[src/rtl/perf_pkg.sv]
package perf_pkg;

  typedef enum logic [1:0] {
    QUAL_ALL = 2'd0,
    QUAL_WIN = 2'd1,
    QUAL_SEQ = 2'd2,
    QUAL_OFF = 2'd3
  } qual_e;

  // Decide whether a strobe is allowed to count under a qualifier code.
  function automatic logic qual_pass(qual_e mode, logic in_win, logic seq_en);
    case (mode)
      QUAL_ALL: return 1'b1;
      QUAL_WIN: return in_win;
      QUAL_SEQ: return seq_en;
      default:  return 1'b0;
    endcase
  endfunction

endpackage

[src/rtl/perf_interval_timer.sv]
module perf_interval_timer #(
  parameter int PW = 16,
  parameter int IW = 32
) (
  input  logic          clk,
  input  logic          rst,
  input  logic [PW-1:0] presc_div,
  input  logic [IW-1:0] ivl_len,
  output logic          expire
);
  logic [PW-1:0] pre_q;
  logic [IW-1:0] tick_q;
  logic          tick;

  assign tick   = (pre_q >= presc_div);
  assign expire = tick && (tick_q >= ivl_len);

  always_ff @(posedge clk) begin
    if (rst) begin
      pre_q  <= '0;
      tick_q <= '0;
    end else if (tick) begin
      pre_q  <= '0;
      tick_q <= expire ? '0 : tick_q + 1'b1;
    end else begin
      pre_q  <= pre_q + 1'b1;
    end
  end
endmodule

[src/rtl/perf_ctr_slice.sv]
module perf_ctr_slice
  import perf_pkg::*;
#(
  parameter int CW = 32
) (
  input  logic          clk,
  input  logic          rst,
  input  logic          ev,
  input  qual_e         mode,
  input  logic          in_win,
  input  logic          seq_en,
  input  logic          expire,
  input  logic          latch,
  input  logic          accum,
  output logic [CW-1:0] cnt_q,
  output logic [CW-1:0] snap_q
);
  localparam logic [CW-1:0] CMAX = '1;

  // Saturating increment: holds at the maximum code.
  function automatic logic [CW-1:0] sat_inc(logic [CW-1:0] v, logic hit);
    if (hit && v != CMAX) return v + 1'b1;
    return v;
  endfunction

  logic          hit;
  logic [CW-1:0] nxt;

  assign hit = ev && qual_pass(mode, in_win, seq_en);
  assign nxt = sat_inc(cnt_q, hit);

  always_ff @(posedge clk) begin
    if (rst) begin
      cnt_q  <= '0;
      snap_q <= '0;
    end else begin
      if (expire) cnt_q <= accum ? nxt : '0;
      else        cnt_q <= nxt;
      if (latch)  snap_q <= nxt;
    end
  end
endmodule

[src/rtl/perf_snap_fifo.sv]
module perf_snap_fifo #(
  parameter int W     = 32,
  parameter int DEPTH = 64
) (
  input  logic                       clk,
  input  logic                       rst,
  input  logic                       wr_en,
  input  logic [W-1:0]               wr_data,
  input  logic                       rd_en,
  output logic [W-1:0]               rd_data,
  output logic                       empty,
  output logic [$clog2(DEPTH+1)-1:0] level
);
  localparam int PTRW = $clog2(DEPTH);
  localparam int LW   = $clog2(DEPTH + 1);

  logic [W-1:0]    mem [DEPTH];
  logic [PTRW-1:0] wp, rp;
  logic            wr_ok, rd_ok;

  assign wr_ok   = wr_en && (level != LW'(DEPTH));
  assign rd_ok   = rd_en && (level != '0);
  assign empty   = (level == '0);
  assign rd_data = mem[rp];

  always_ff @(posedge clk) begin
    if (wr_ok) mem[wp] <= wr_data;
  end

  always_ff @(posedge clk) begin
    if (rst) begin
      wp    <= '0;
      rp    <= '0;
      level <= '0;
    end else begin
      if (wr_ok) wp <= wp + 1'b1;
      if (rd_ok) rp <= rp + 1'b1;
      level <= level + LW'(wr_ok) - LW'(rd_ok);
    end
  end
endmodule

[src/rtl/perf_count_bank.sv]
module perf_count_bank
  import perf_pkg::*;
#(
  parameter int NB    = 8,
  parameter int NE    = 4,
  parameter int CW    = 32,
  parameter int AW    = 32,
  parameter int PW    = 16,
  parameter int IW    = 32,
  parameter int DEPTH = 64
) (
  input  logic                         clk,
  input  logic                         rst,
  input  logic [NB-1:0]                ev_bus,
  input  logic [NE-1:0]                ev_ext,
  input  logic [AW-1:0]                bus_addr,
  input  logic                         addr_vld,
  input  logic                         seq_en,
  input  logic [2*(NB+NE)-1:0]         qual_cfg,
  input  logic [AW-1:0]                win_lo,
  input  logic [AW-1:0]                win_hi,
  input  logic                         accum_mode,
  input  logic [PW-1:0]                presc_div,
  input  logic [IW-1:0]                ivl_len,
  input  logic                         rd_en,
  output logic [CW-1:0]                rd_data,
  output logic                         fifo_empty,
  output logic [$clog2(DEPTH+1)-1:0]   fifo_level,
  output logic                         ovf_sticky
);
  localparam int NCNT = NB + NE;
  localparam int NW   = NCNT + 1;
  localparam int IXW  = $clog2(NW + 1);

  // Named internal events, also used by the bound checker.
  logic               expire;
  logic               snap_accept;
  logic               snap_drop;
  logic               fifo_wr;
  logic               space_ok;
  logic               in_win;
  logic [NCNT-1:0]    ev_all;
  logic [CW-1:0]      snap_arr [NCNT];
  logic [NCNT*CW-1:0] cnt_flat;
  logic [CW-1:0]      wr_data;

  logic               busy_q;
  logic [IXW-1:0]     idx_q;
  logic [CW-1:0]      seq_q;
  logic [CW-1:0]      hdr_q;

  assign ev_all      = {ev_ext, ev_bus};
  assign in_win      = addr_vld && (bus_addr >= win_lo) && (bus_addr <= win_hi);
  assign space_ok    = (DEPTH - int'(fifo_level)) >= NW;
  assign snap_accept = expire && !busy_q && space_ok;
  assign snap_drop   = expire && !snap_accept;
  assign fifo_wr     = busy_q;

  perf_interval_timer #(.PW(PW), .IW(IW)) u_timer (
    .clk       (clk),
    .rst       (rst),
    .presc_div (presc_div),
    .ivl_len   (ivl_len),
    .expire    (expire)
  );

  for (genvar g = 0; g < NCNT; g++) begin : g_ctr
    perf_ctr_slice #(.CW(CW)) u_slice (
      .clk    (clk),
      .rst    (rst),
      .ev     (ev_all[g]),
      .mode   (qual_e'(qual_cfg[2*g +: 2])),
      .in_win (in_win),
      .seq_en (seq_en),
      .expire (expire),
      .latch  (snap_accept),
      .accum  (accum_mode),
      .cnt_q  (cnt_flat[g*CW +: CW]),
      .snap_q (snap_arr[g])
    );
  end

  // Word select for the serializer: header first, then counters by index.
  always_comb begin
    wr_data = hdr_q;
    for (int i = 0; i < NCNT; i++) begin
      if (idx_q == IXW'(i + 1)) wr_data = snap_arr[i];
    end
  end

  always_ff @(posedge clk) begin
    if (rst) begin
      busy_q     <= 1'b0;
      idx_q      <= '0;
      seq_q      <= '0;
      hdr_q      <= '0;
      ovf_sticky <= 1'b0;
    end else begin
      if (expire) seq_q <= seq_q + 1'b1;
      if (snap_accept) begin
        busy_q <= 1'b1;
        idx_q  <= '0;
        hdr_q  <= seq_q;
      end else if (busy_q) begin
        if (idx_q == IXW'(NW - 1)) busy_q <= 1'b0;
        idx_q <= idx_q + 1'b1;
      end
      if (snap_drop) ovf_sticky <= 1'b1;
    end
  end

  perf_snap_fifo #(.W(CW), .DEPTH(DEPTH)) u_fifo (
    .clk     (clk),
    .rst     (rst),
    .wr_en   (fifo_wr),
    .wr_data (wr_data),
    .rd_en   (rd_en),
    .rd_data (rd_data),
    .empty   (fifo_empty),
    .level   (fifo_level)
  );
endmodule

[config.mk]
export PLATFORM = sky130hd
export DESIGN_NAME = perf_count_bank
export DESIGN_NICKNAME = d
export VERILOG_FILES = /design/src/rtl/perf_pkg.sv /design/src/rtl/perf_interval_timer.sv /design/src/rtl/perf_ctr_slice.sv /design/src/rtl/perf_snap_fifo.sv /design/src/rtl/perf_count_bank.sv
export SDC_FILE = /design/constraint.sdc
export NUM_CORES = 2
export LEC_CHECK = 0
export ABC_AREA = 1
export BUFFER_PORTS_ARGS = -buffer_cell sky130_fd_sc_hd__buf_2
export CORE_AREA = 5 5 877 444
export DETAILED_ROUTE_END_ITERATION = 6
export DIE_AREA = 0 0 882 449
export HOLD_SLACK_MARGIN = 0.1
export PLACE_DENSITY_LB_ADDON = 0.3
export REMOVE_ABC_BUFFERS = 1
export SKIP_CTS_REPAIR_TIMING = 1
export SLEW_MARGIN = 20
export SYNTH_ARGS = -nofsm -noshare
export SYNTH_HDL_FRONTEND = slang
export SYNTH_SLANG_ARGS = --single-unit
[constraint.sdc]
create_clock -name clk -period 7.5 [get_ports clk]
set_input_delay 1.5 -clock clk [delete_from_list [all_inputs] [get_ports clk]]
set_output_delay 1.5 -clock clk [all_outputs]
set_load 0.05 [all_outputs]
; ---- After elaboration in Yosys (flattened, before gate mapping)
; Memories as Yosys holds them, arrays and structs flattened. A register that Yosys moved wholly into a read port is not among the register bits.
; Index checks and enable logic that the tools add are counted.
; W data, S select, Z words.
[op_classes]
n_lt_le_gt_ge = 5
addsub = 21
n_mux = 92
reduce_logical = 50
n_eq_ne = 49
[ops]
columns = op, count
row1 = $mux W32, 61
row2 = $add A32 B1 Y32 const B, 14
row3 = $ne A32 B32 Y1 const B, 12
row4 = $ge A32 B32 Y1, 2
row5 = $pmux W1 S3, 12
row6 = $le A32 B32 Y1, 1
row7 = $logic_and A1 B1 Y1, 32
row8 = $eq A2 B1 Y1 const B, 12
row9 = $eq A2 B2 Y1 const B, 12
row10 = $logic_not A2 Y1, 12
row11 = $eq A4 B4 Y1 const B, 5
row12 = $mux W1, 17
row13 = $add A16 B1 Y16 const B, 1
row14 = $eq A4 B3 Y1 const B, 4
row15 = $ge A16 B16 Y1, 1
row16 = $add A6 B1 Y6 const B, 2
row17 = $mux W6, 2
row18 = $eq A4 B2 Y1 const B, 2
row19 = $ge A8 B5 Y1 const B, 1
row20 = $sub A7 B7 Y8 const A, 1
row21 = $add A7 B1 Y7, 1
row22 = $logic_not A7 Y1, 1
row23 = $ne A7 B7 Y1 const B, 1
row24 = $reduce_bool A7 Y1, 1
row25 = other kinds (5), 7
[word_totals]
wordCells = 252
ramBits = 2048
regBits = 905
n_memories = 1
inputBits = 186
out_inout_bits = 41
[memory_table]
columns = name, depth, word_bits, rd, rd_clocked_by_memory_dff, write_ports, line_no
row1 = u_fifo.mem, 64, 32, 1, 1, 1, perf_snap_fifo.sv:17  ; logic [W-1:0] mem [DEPTH];

; ---- Logic depth before layout (Yosys ltp)
[depth]
ltp_word = 13
depth_mapped = 23
mapped_depth_nobuf = 21

; ---- Hierarchy
; Synthesis repeated with hierarchy kept, for this count alone.
[hier_totals]
hier_cells = 16114
area_unflattened_um2 = 138597.9
[modules_own_cells]
columns = mod, instances, seq_area_each_um2, area_per_inst_um2, cells_each
row1 = perf_snap_fifo, 1, 61999.5, 83172.3, 6880
row2 = perf_ctr_slice, 12, 1281.2, 3473.3, 558
row3 = perf_count_bank, 1, 1401.3, 9669.3, 1888
row4 = perf_interval_timer, 1, 960.9, 4076.4, 650

; ---- Worst setup path after synthesis
; OpenSTA, ideal clock, no wires.
[synth_timing]
path_type = register to register
from = reg u_fifo.level[3]
to = mem u_fifo.mem[63][0], enable pin
slack_ns = 3.117
stages_incl_launch_ff = 8
setup_time_ns = 0.464
arrival_ns = 3.920
n_path_buf = 0
t_required_ns = 7.036
synth_period_minus_slack_ns = 4.383
path_cell_list = dfxtp_1 inv_1 ha_1 nand4_1 nand2_1 nor2_1 clkinv_1 nor3_1
[synth_between]
elab_chain_len = 4
[synth_lines]
columns = item, line_no
row1 = start: declaration, perf_snap_fifo.sv:12  ; output logic [$clog2(DEPTH+1)-1:0] level
row2 = start signal: assignment, perf_snap_fifo.sv:38  ; level <= level + LW'(wr_ok) - LW'(rd_ok);
row3 = $ne A7 B7 Y1, perf_snap_fifo.sv:21  ; assign wr_ok = wr_en && (level != LW'(DEPTH));
row4 = $logic_and A1 B1 Y1, perf_snap_fifo.sv:21
row5 = $mux W1, perf_snap_fifo.sv:27  ; if (wr_ok) mem[wp] <= wr_data;
row6 = $mux W1 (implied by the code), perf_snap_fifo.sv:27
row7 = end: declaration, perf_snap_fifo.sv:17
; Every way passes these cells.

==> PnR_summary.wiki <==
{| class="wikitable"
! Metric !! Value
|-
| Critical path capture point type || primary output
|-
| Timing endpoint of the critical path || rd_data[31]
|-
| Via count of the first global-routing pass || 93,659
|-
| Count of TritonRoute iterations in the first routing pass || 5
|-
| Max Clk Rate || 0.1604 GHz
|-
| Largest vdd supply drop || 0.2098 mV
|-
| Mapped Area || 132,600 um2
|-
| Final sum of negative setup slack || 0 ps
|-
| GRT Overall Usage || 21.38%
|-
| Run status || completed
|-
| Worst min path class || reg2reg
|-
| Switching power || 10,060 uW
|-
| Launch instance of the worst register-to-register path || idx_q[0]$_SDFFE_PP0P_
|-
| Layout area overhead || 12.07%
|-
| Cell-by-cell listing of the critical path || inv_8 > buf_12 > o21ai_0 > o22ai_1 > o21ai_0 > o22ai_1 > o21ai_0 > o22ai_1 > buf_2
|-
| Via count || 104,663
|-
| Category of the worst setup path launch point || flip-flop
|-
| Initial antenna violation count || 25
|-
| EDFF count, synth || 2,048
|-
| Internal power summed over all cells || 26,870 uW
|-
| Crit path setup slack, layout || 1266 ps
|-
| Longest Clk Path Bufs || 4
|-
| Startpoint of the most critical hold path || hdr_q[30]$_SDFFE_PP0P_
|-
| Area enclosed by the die boundary || 396,000 um2
|-
| Total number of placement rows || 161
|-
| Sequential fraction of design power || 47.0%
|-
| Placed cell area || 139,200 um2
|-
| Non-filler instance count after layout || 19,456
|-
| Share of the synthesized area in the top cell type || 46.39%
|-
| Internal reg-to-reg setup slack || 2340 ps
|-
| Most common flop cell mapped by yosys || edfxtp_1
|-
| Pwr dens || 248.5 nW/um2
|-
| Number of nets in the layout || 14,420
|-
| Synth Register Bits || 2,959
|-
| Actual transition at the worst max-transition pin || 1158 ps
|-
| Cell family with most CP delay || compound AO/OA/AOI/OAI gates
|-
| CP Depth || 9
|-
| Worst hold slack after final layout || 448.9 ps
|-
| Post-synthesis cell count || 14,181
|-
| Dpl hpwl || 282,400 um
|-
| Post-route standard cell area excluding fillers || 148,600 um2
|-
| RD Place Congestion || 1.025
|-
| Worst-path fanout max || 119
|-
| Tcrit/Tclk final || 83.12%
|-
| Leading post-synthesis cells by cell area || edfxtp_1 46%, dfxtp_1 14%, nand2_1 9.4%
|-
| Endpoint required time on the critical path || 6000 ps
|-
| Final Critical Period || 6234 ps
|-
| Proportion of synthesized flip-flops having asynchronous set or reset || 0%
|-
| Register area share after synthesis || 60.14%
|-
| Global route overflow || 0
|-
| Most common cell after layout, fill and taps aside || nand2_1
|-
| Top cell type by total area after synthesis || edfxtp_1
|-
| Antenna Violating Nets Remaining || 0
|-
| Total of max-cap violations || 0
|-
| Post-Place Worst Slack || 1937 ps
|-
| Routed WL || 441,300 um
|-
| CTS sink count || 2,959
|-
| Vertical extent of the die || 449 um
|-
| Slowest Stage Delay on Critical Path || 970 ps
|-
| Setup skew after layout || 90.19 ps
|-
| Yosys warns || 0
|-
| CTS clock-pin slew for the worst setup and hold paths || 60 ps
|-
| Crit path max-delay cell type || dfxtp_4
|-
| Arrival time of data at the critical path endpoint || 4730 ps
|-
| Total CTS buffers || 288
|-
| Relative contribution of the clock network to total power || 40.0%
|-
| RSZ-0062 raised after global routing || no
|-
| Per-cell via count in the routed design || 5.379
|-
| Clock root buffer || clkbuf_16
|-
| H-tree level count || 5
|-
| Worst reg-to-reg path cell count || 16
|-
| Port bufs || 226
|-
| Hold violation count in the final report || 0
|-
| Final count of negative-setup-slack endpoints || 0
|-
| Number of design-rule violations left by the first detailed-router iteration || 14,964
|-
| # placed instances || 18,930
|-
| Tightest slew margin relative to the limit || 22.57%
|-
| Routed length per instance || 22.68 um
|-
| Average size of a mapped cell || 9.349 um2
|-
| Endpoint of the lowest-slack register-to-register path || u_fifo.mem[3][12]$_DFFE_PP_
|-
| Die Wd || 882 um
|-
| Total buffers and inverters traversed by the critical path || 3
|-
| Switching Share || 27.23%
|-
| Count of different cell masters after synthesis || 58
|-
| Effective utilization at floorplan || 34.73%
|-
| Total I/O pin count || 227
|-
| TritonCTS clock tree || built
|-
| Max-slew violation total from the final report || 0
|-
| Leakage power || 0.05493 uW
|-
| Fraction of layout cells with a size suffix above 1 || 7.775%
|-
| Proportion of power drawn by combinational gates || 12.9%
|-
| First-pass GRT wire length || 647,700 um
|-
| Pin count of the biggest net entering global routing || 204
|-
| Most frequent cells in the layout || 3,293 x nand2_1, 2,048 x edfxtp_1, 2,004 x nor2_1
|-
| DRC errors left || 0
|-
| Insertion delay of the later-clocked pin in the worst-skew pair || 910 ps
|-
| CP Class || reg2out
|-
| Floorplan core area || 381,700 um2
|}
==> state kept, by name (all words and copies together), names as in the netlist, named ones only <==
register / cells
busy_q: 1
g_ctr.u_slice.cnt_q: 384
g_ctr.u_slice.snap_q: 384
hdr_q: 32
idx_q: 4
ovf_sticky: 1
seq_q: 32
u_fifo.level: 7
u_fifo.mem: 2048
u_fifo.rp: 6
u_fifo.wp: 6
u_timer.pre_q: 16
u_timer.tick_q: 32
==> power groups by stage <==
stage / Sequential [uW] / Combinational, uW / Clock [uW]
3_3_place_gp: 17700 / 4730 / 0
2_1_floorplan: 18000 / 3090 / 0
3_5_place_dp: 17700 / 4730 / 0
5_1_grt: 17400 / 5250 / 15700
6_report: 17400 / 4780 / 14800
4_1_cts: 17400 / 4740 / 15000
==> logic make-up (layout without fill, tap and decap cells) <==
| logic type | after synthesis | after routing | synth area share, % |
|---|---|---|---|
| and+or+nand+nor | 6634 | 6634 | 20.79 |
| AOI/OAI and AO/OA | 2541 | 2541 | 10.38 |
| buffers and inverters | 1505 | 1627 | 4.688 |
| DFF | 2959 | 2959 | 60.14 |
| other | 0 | 19 | 0 |
| adders and majority gates | 146 | 146 | 1.384 |
| xor gates and xnor gates | 396 | 396 | 2.616 |
==> cell usage after synthesis (all sizes together) (4+ instances only) <==
master / instances
buf: 336
o32ai: 30
dfxtp: 911
xnor2: 85
a21boi: 11
or2: 77
a211oi: 4
clkbuf: 475
nand2: 3338
a21oi: 451
nor4: 95
nor3: 236
ha: 145
clkinv: 4
edfxtp: 2048
o21ai: 1374
nor2: 2081
nand4: 449
o21a: 6
nor3b: 12
o22ai: 638
inv: 690
xor2: 311
nand3: 341
a31oi: 7
==> per-layer routing <==
layer / vias to the layer above / wire, um / GRT usage [%]
met3: 469 / 56230 / 6.422
li1: 48644 / - / -
met5: - / 102 / 0
met1: 50242 / 223200 / 36.66
met4: 12 / 7153 / 3.576
met2: 5296 / 154600 / 25.22
==> worst min-delay path by stage <==
stage                                                endpoint  slack, ps  cells past startpoint
floorplan            g_ctr[1].u_slice.snap_q[30]$_SDFFE_PP0P_        420                      2
global placement     g_ctr[6].u_slice.snap_q[21]$_SDFFE_PP0P_        430                      2
detailed placement    g_ctr[2].u_slice.snap_q[6]$_SDFFE_PP0P_        430                      2
CTS                   g_ctr[2].u_slice.snap_q[6]$_SDFFE_PP0P_        450                      2
global route        g_ctr[10].u_slice.snap_q[24]$_SDFFE_PP0P_        460                      2
finish                                 hdr_q[30]$_SDFFE_PP0P_        450                      2
==> per-stage QoR <==
stage | util [%] | total power, uW
detailed placement | 36.46 | 22450
global placement | 36.46 | 22450
floorplan | - | 21090
CTS | 38.88 | 37110
global route | 38.91 | 38300
finish | 38.92 | 36920
==> tightest hold or removal path: stages, from the launching register on <==
cell and delay, ps:
dfxtp_1 310, nand2_1 60, nand2_1 40
==> cell type report <==
cell class / instances / area [um2]
Multi-Input combinational cell: 9717 / 47390
Clock inverter: 136 / 1411
Timing Repair Buffer: 428 / 3068
Tap cell: 5134 / 6424
Inverter: 694 / 2639
Antenna cell: 19 / 47.55
Sequential cell: 2959 / 79760
Fill cell: 37894 / 233200
Clock buffer: 369 / 7845
(Power assumes the default switching activity.)
